[src/rtl/tx_csum_inserter.sv]
module tx_csum_inserter #(
  parameter int ADDR_W = 14
) (
  input  logic              clk,
  input  logic              rst_n,
  input  logic              desc_valid,
  input  logic [31:0]       desc_word,
  output logic              desc_ready,
  output logic [ADDR_W-1:0] buf_addr,
  input  logic [7:0]        buf_rdata,
  output logic              out_valid,
  output logic              out_sop,
  output logic              out_eop,
  output logic [7:0]        out_data,
  output logic              desc_done,
  output logic [31:0]       desc_wb
);
  localparam int LEN_W = 14;
  localparam int PW    = LEN_W + 1;
  localparam int ACC_W = 32;
  localparam int OWN_B = 31;
  localparam int EN_B  = 28;

  typedef enum logic [1:0] {S_IDLE, S_SUM, S_SEND, S_DONE} st_t;

  st_t             st;
  logic [30:0]     word_q;
  logic [PW-1:0]   ptr, rd_idx;
  logic            rd_v;
  logic [ACC_W-1:0] acc;

  wire [PW-1:0] len   = PW'(word_q[13:0]);
  wire [PW-1:0] start = PW'(word_q[19:14]);
  wire [PW-1:0] stuff = PW'(word_q[27:20]);
  wire          ins_ok = word_q[EN_B] && (stuff + PW'(2) <= len);
  wire          issue  = ((st == S_SUM && ins_ok) || st == S_SEND) && (ptr < len);
  wire          hi_lane = ~(rd_idx[0] ^ word_q[14]);

  wire [16:0] fold1 = {1'b0, acc[15:0]} + {1'b0, acc[31:16]};
  wire [16:0] fold2 = {1'b0, fold1[15:0]} + 17'(fold1[16]);
  wire [15:0] csum  = ~fold2[15:0];

  assign buf_addr   = ADDR_W'(ptr);
  assign desc_ready = (st == S_IDLE);
  assign desc_done  = (st == S_DONE);
  assign desc_wb    = {1'b0, word_q};
  assign out_valid  = (st == S_SEND) && rd_v;
  assign out_sop    = out_valid && (rd_idx == '0);
  assign out_eop    = out_valid && (rd_idx == len - PW'(1));
  assign out_data   = (ins_ok && rd_idx == stuff)           ? csum[15:8] :
                      (ins_ok && rd_idx == stuff + PW'(1)) ? csum[7:0]  : buf_rdata;

  always_ff @(posedge clk) begin
    if (!rst_n) begin
      st     <= S_IDLE;
      word_q <= '0;
      ptr    <= '0;
      rd_idx <= '0;
      rd_v   <= 1'b0;
      acc    <= '0;
    end else begin
      case (st)
        S_IDLE: begin
          rd_v <= 1'b0;
          if (desc_valid && desc_word[OWN_B]) begin
            word_q <= desc_word[30:0];
            ptr    <= PW'(desc_word[19:14]);
            acc    <= '0;
            st     <= S_SUM;
          end
        end
        S_SUM, S_SEND: begin
          rd_v   <= issue;
          rd_idx <= ptr;
          if (issue) ptr <= ptr + PW'(1);
          if (st == S_SUM && rd_v)
            acc <= acc + (hi_lane ? ACC_W'({buf_rdata, 8'h00}) : ACC_W'(buf_rdata));
          if (!issue && !rd_v) begin
            ptr <= '0;
            st  <= (st == S_SUM) ? S_SEND : S_DONE;
          end
        end
        default: st <= S_IDLE;
      endcase
    end
  end

  a_r1_silent_when_idle: assert property (@(posedge clk) disable iff (!rst_n)
    desc_ready |-> !out_valid);
  a_r7_sop_has_byte: assert property (@(posedge clk) disable iff (!rst_n)
    out_sop |-> out_valid);
  a_r7_eop_closes: assert property (@(posedge clk) disable iff (!rst_n)
    out_eop |=> !out_valid);
  a_r8_done_after_eop: assert property (@(posedge clk) disable iff (!rst_n)
    out_eop |-> ##2 desc_done);
  a_r9_busy_at_done: assert property (@(posedge clk) disable iff (!rst_n)
    desc_done |-> !desc_ready);
  a_r9_done_single: assert property (@(posedge clk) disable iff (!rst_n)
    desc_done |=> !desc_done && desc_ready);
endmodule

[config.mk]
export PLATFORM = sky130hd
export DESIGN_NAME = tx_csum_inserter
export DESIGN_NICKNAME = d
export VERILOG_FILES = /design/src/rtl/tx_csum_inserter.sv
export SDC_FILE = /design/constraint.sdc
export NUM_CORES = 1
export LEC_CHECK = 0
export BUFFER_PORTS_ARGS = -buffer_cell sky130_fd_sc_hd__buf_2
export CELL_PAD_IN_SITES_DETAIL_PLACEMENT = 0
export CELL_PAD_IN_SITES_GLOBAL_PLACEMENT = 2
export CORE_AREA = 4 4 148 150
export DETAILED_ROUTE_END_ITERATION = 16
export DIE_AREA = 0 0 152 154
export GPL_TIMING_DRIVEN = 0
export PLACE_DENSITY_LB_ADDON = 0.1
export REMOVE_ABC_BUFFERS = 1
export SLEW_MARGIN = 10
export SYNTH_ARGS = -nofsm -noshare
export SYNTH_HDL_FRONTEND = slang
export SYNTH_SLANG_ARGS = --single-unit
[constraint.sdc]
create_clock -name clk -period 6.93 [get_ports clk]
set_input_delay 1.386 -clock clk [delete_from_list [all_inputs] [get_ports clk]]
set_output_delay 1.386 -clock clk [all_outputs]
set_load 0.01 [all_outputs]
==> out/results.txt <==
The largest area contributor in the synthesized netlist is sky130_fd_sc_hd__dfxtp_1. The netlist uses 79 different library cells. The number of port buffers came out at 100.

The number of hold violations in the final report is 0. The first detailed-routing pass ran for 4 iterations. In this run the most critical hold path is launched from word_q[29]$_SDFFE_PN0P_. The first global-routing pass estimated 36400 µm of wire. At the pin with the least slew margin, the transition time is 994 ps. The first routing iteration left 308 violations. In this run the worst setup path begins at acc[16]$_SDFFE_PN0P_. The slowest stage of the critical path is the sky130_fd_sc_hd__dfxtp_1 cell. In the routed layout, each cell is associated on average with a via count of 5.25.

In the synthesized netlist, the cells that appear most often are 113 x sky130_fd_sc_hd__nand2_1, 96 x sky130_fd_sc_hd__dfxtp_1, 71 x sky130_fd_sc_hd__nor2_1. For this run, asynchronously set or reset flops after synthesis account for 0%. The maximum clock frequency came out at 162 MHz.

The depth of the worst hold-timing path is 2, and the total half-perimeter wirelength after legalization and detailed placement is 16900 µm. The power density normalized to cell area works out to 261 nW/µm². The main flop type after synthesis is sky130_fd_sc_hd__dfxtp_1. The maximum number of pins on one net before global-route repair came out at 77. In the post-synthesis netlist, the biggest area contributors are sky130_fd_sc_hd__dfxtp_1 25%, sky130_fd_sc_hd__ha_1 11%, sky130_fd_sc_hd__nand2_1 5.5%.

After detailed routing, the number of remaining DRC violations is 0. The critical path goes through ha_1 > inv_1 > fa_1 > nand2b_1 > a211oi_1 > nor2_1 > o211ai_1 > a21oi_1 > o21bai_1 > a21o_1 > ha_1 > ha_1 > nand2_1 > nor2_1 > nand4_1 > nor2_2 > and3_1 > xnor2_1 > mux2i_1 > buf_2. By area, the combinational part of the netlist is dominated by simple AND/OR/NAND/NOR gates.

In this run, post-CTS hold repair placed 0 buffers. For this run, the slowest stage of the critical path takes 530 ps. The critical path in this run is classified as flip-flop to output pin. Across all hold checks on the routed design, the worst slack comes to 467 ps. The run gives 20700 µm² as the core outline area.

Counting the buffers created by CTS gives 9. Post-route minimum period: 6160 ps. The run gives 37.4% as the initial standard-cell utilization of the core.

No sink is reached through more buffers than the 2 on the longest clock path. Along the worst path, the maximum fanout reaches 6. The startpoint identified for the worst register-to-register timing path is rd_idx[0]$_SDFFE_PN0N_. For this run, the number of Yosys warnings is 0. The run gives 19.0% as the all-layer global routing usage. After detailed routing, the average wire length per cell comes to 17.1 µm. The class of the worst hold path is flip-flop to flip-flop. The worst setup path is captured at an output pin. After detailed routing, the total wire length is 22200 µm. In this run, synthesis produced a sequential element count of 96. At the later pin of the worst-skew pair, clock insertion delay measures 360 ps. The via count of the first global-routing pass was 6656; the post-route total power was 0.00225 W. Routability-driven placement finished with a final weighted congestion of 0.791.

The leakage power figure was 3.65 nW; the setup-violating endpoint count in the final report was 0. For the total count of max-transition violations in the final report, the log shows 0. The tools report the antenna diode count as 0. Counting every sink on the clock net gives 96.

The kind of start point of the critical path is a flip-flop. Setup repair after global routing left no endpoint under its margin. The logs give 5540 ps for the endpoint required time on the critical path and 3 for the number of H-tree branching levels. TritonCTS built the clock tree.

The portion of netlist area occupied by mux cells is 4.29%, and the XOR/XNOR share of the synthesized area is 10.5%. Synthesis-to-finish area growth: 11.5%. The number of primary I/O pins was 102; the logic depth of the worst register-to-register path was 13. The final net count is 1127, and the worst clock skew on the final layout is 13.8 ps. The run gives 0 as the buffers inserted during post-CTS setup optimization. For the via total after detailed routing, the log shows 6810.

In the finished design, the share of the clock period the worst path needs comes to 88.8%. The flow ran to the end, and the final reports show no timing, DRC or antenna violations. Setup slack on the critical path of the routed design comes to 774 ps.

The compound-gate portion of the synthesized area was 19.2%. The share of synthesized area in the top cell type comes to 24.9%. The final setup TNS was 0 ps; the floorplan die width was 152 µm.

The initialized floorplan defines 53 standard-cell rows. STA puts the critical path data arrival time at 4770 ps. The tools report the synthesized cell area as 7730 µm². Cell with the most instances on the worst path: sky130_fd_sc_hd__ha_1. Of the total synthesized cell area, the portion taken by full adders, half adders and majority gates is 11.0%.

The tool flagged a number of max-cap violations equal to 0. In the final layout, the share of cells above drive strength 1 is 14.2%. Prior to clock tree synthesis, the placed netlist has a worst setup slack of 1090 ps.

The die covers 23400 µm². The sequential-to-total area share from yosys stat was 24.9%; the tightest slew margin relative to the limit was 33.5%. The tools report the antenna violation net count after detailed routing as 0.

The synthesized design contains 0 enable-type register cells. In this run the vertical extent of the chip is 154 µm. In this run the clock root is driven by a sky130_fd_sc_hd__clkbuf_16. Clock-pin slew was measured on the worst setup and hold paths at 90 ps. The number of antenna violations at the first check in global routing is 0, and the mean post-synth cell area is 8.07 µm². The tools report the final global-route overflow total as 0.

Most repeated cell in the gate-level netlist after synthesis: sky130_fd_sc_hd__nand2_1. The tools report the gate count of the mapped netlist as 958. Summing the areas of all and, or, nand and nor instances in the mapped netlist gives 24.2% of the synthesized area. Once the clock tree was built, the resizer swapped 0 gates to a different size. The run gives 208 µV as the worst IR drop on VDD.
==> metal layers <==
metal	vias up	share of wire, %	global-route usage (%)
li1	3497	-	-
met3	13	3.5	2.25
met2	109	41	28.2
met1	3191	55	29.3
met4	0	1.0	4.20
met5	-	0	0
==> final timing paths <==
kind / to / slack, ps
setup / recovery: out_data[4] / 770
hold / removal: word_q[29]$_SDFFE_PN0P_ / 470
setup reg to reg: acc[26]$_SDFFE_PN0P_ / 3220
hold reg to reg: word_q[29]$_SDFFE_PN0P_ / 470
==> per-stage QoR <==
| step | utilization [%] | area (µm²) | instances |
|---|---|---|---|
| 3_3_place_gp | 40.0 | 8280 | 1280 |
| 6_report | 41.7 | 8620 | 1297 |
| 4_1_cts | 41.6 | 8620 | 1297 |
| 5_1_grt | 41.7 | 8620 | 1297 |
| 2_1_floorplan | - | 7440 | 905 |
| 3_5_place_dp | 40.1 | 8300 | 1281 |
==> where the power goes <==
part | total [W] | switching (W) | internal (W) | leakage (nW)
clock | 0.000527 | 0.000268 | 0.000259 | 0.150
sequential | 0.000699 | 0.0000942 | 0.000605 | 0.778
combinational | 0.00102 | 0.000632 | 0.000388 | 2.72
total | 0.00225 | 0.000994 | 0.00125 | 3.65
==> placed cells by master, fill, tap and decap left out, types with 8 or more instances in the layout <==
cell type and n:
sky130_fd_sc_hd__nand2_1 113, sky130_fd_sc_hd__buf_2 99, sky130_fd_sc_hd__dfxtp_1 96, sky130_fd_sc_hd__nor2_1 71
sky130_fd_sc_hd__ha_1 64, sky130_fd_sc_hd__xnor2_1 48, sky130_fd_sc_hd__xor2_1 45, sky130_fd_sc_hd__inv_1 41
sky130_fd_sc_hd__a21oi_1 38, sky130_fd_sc_hd__a21boi_0 37, sky130_fd_sc_hd__mux2i_1 32, sky130_fd_sc_hd__nand3_1 28
sky130_fd_sc_hd__nor2b_1 28, sky130_fd_sc_hd__and2_1 24, sky130_fd_sc_hd__o21ai_0 24, sky130_fd_sc_hd__nand4_1 22
sky130_fd_sc_hd__a21o_1 17, sky130_fd_sc_hd__nor3_1 15, sky130_fd_sc_hd__and3_1 15, sky130_fd_sc_hd__nand2b_1 9
sky130_fd_sc_hd__a22oi_1 9, sky130_fd_sc_hd__clkbuf_16 9, sky130_fd_sc_hd__o21ai_1 8, sky130_fd_sc_hd__a32o_1 8
==> worst max-delay path: cells and delay by family (launching register included) <==
kind	cells	cell delay [ps]
multiplexers	1	90
XOR/XNOR	1	130
AO/OA/AOI/OAI	5	1170
buffers and inverters	2	200
AND/OR/NAND/NOR	7	1270
flip-flops	1	530
adder cells (fa/ha/maj)	4	1000
==> sequential cells by signal, indices dropped and copies added (netlist names) <==
| name | count |
|---|---|
| acc | 32 |
| word_q | 31 |
| ptr | 15 |
| rd_idx | 15 |
| st | 2 |
| rd_v | 1 |
==> layout make-up <==
type / instances / area, µm²
clock buffer: 9 / 225
clock inverter: 7 / 86.3
fill: 2205 / 12100
inverter: 42 / 158
multi-input combinational: 767 / 5380
sequential: 96 / 1920
tap: 275 / 344
timing repair buffer: 101 / 510
==> kinds of logic after synthesis <==
kind of cell / count (synthesis)
AOI/OAI and AO/OA: 206
and+or+nand+nor: 367
xor gates and xnor gates: 93
buffers and inverters: 95
muxes: 33
DFF: 96
adders and majority gates: 67
other: 1
Note: power is estimated with default switching activity, not from simulation.
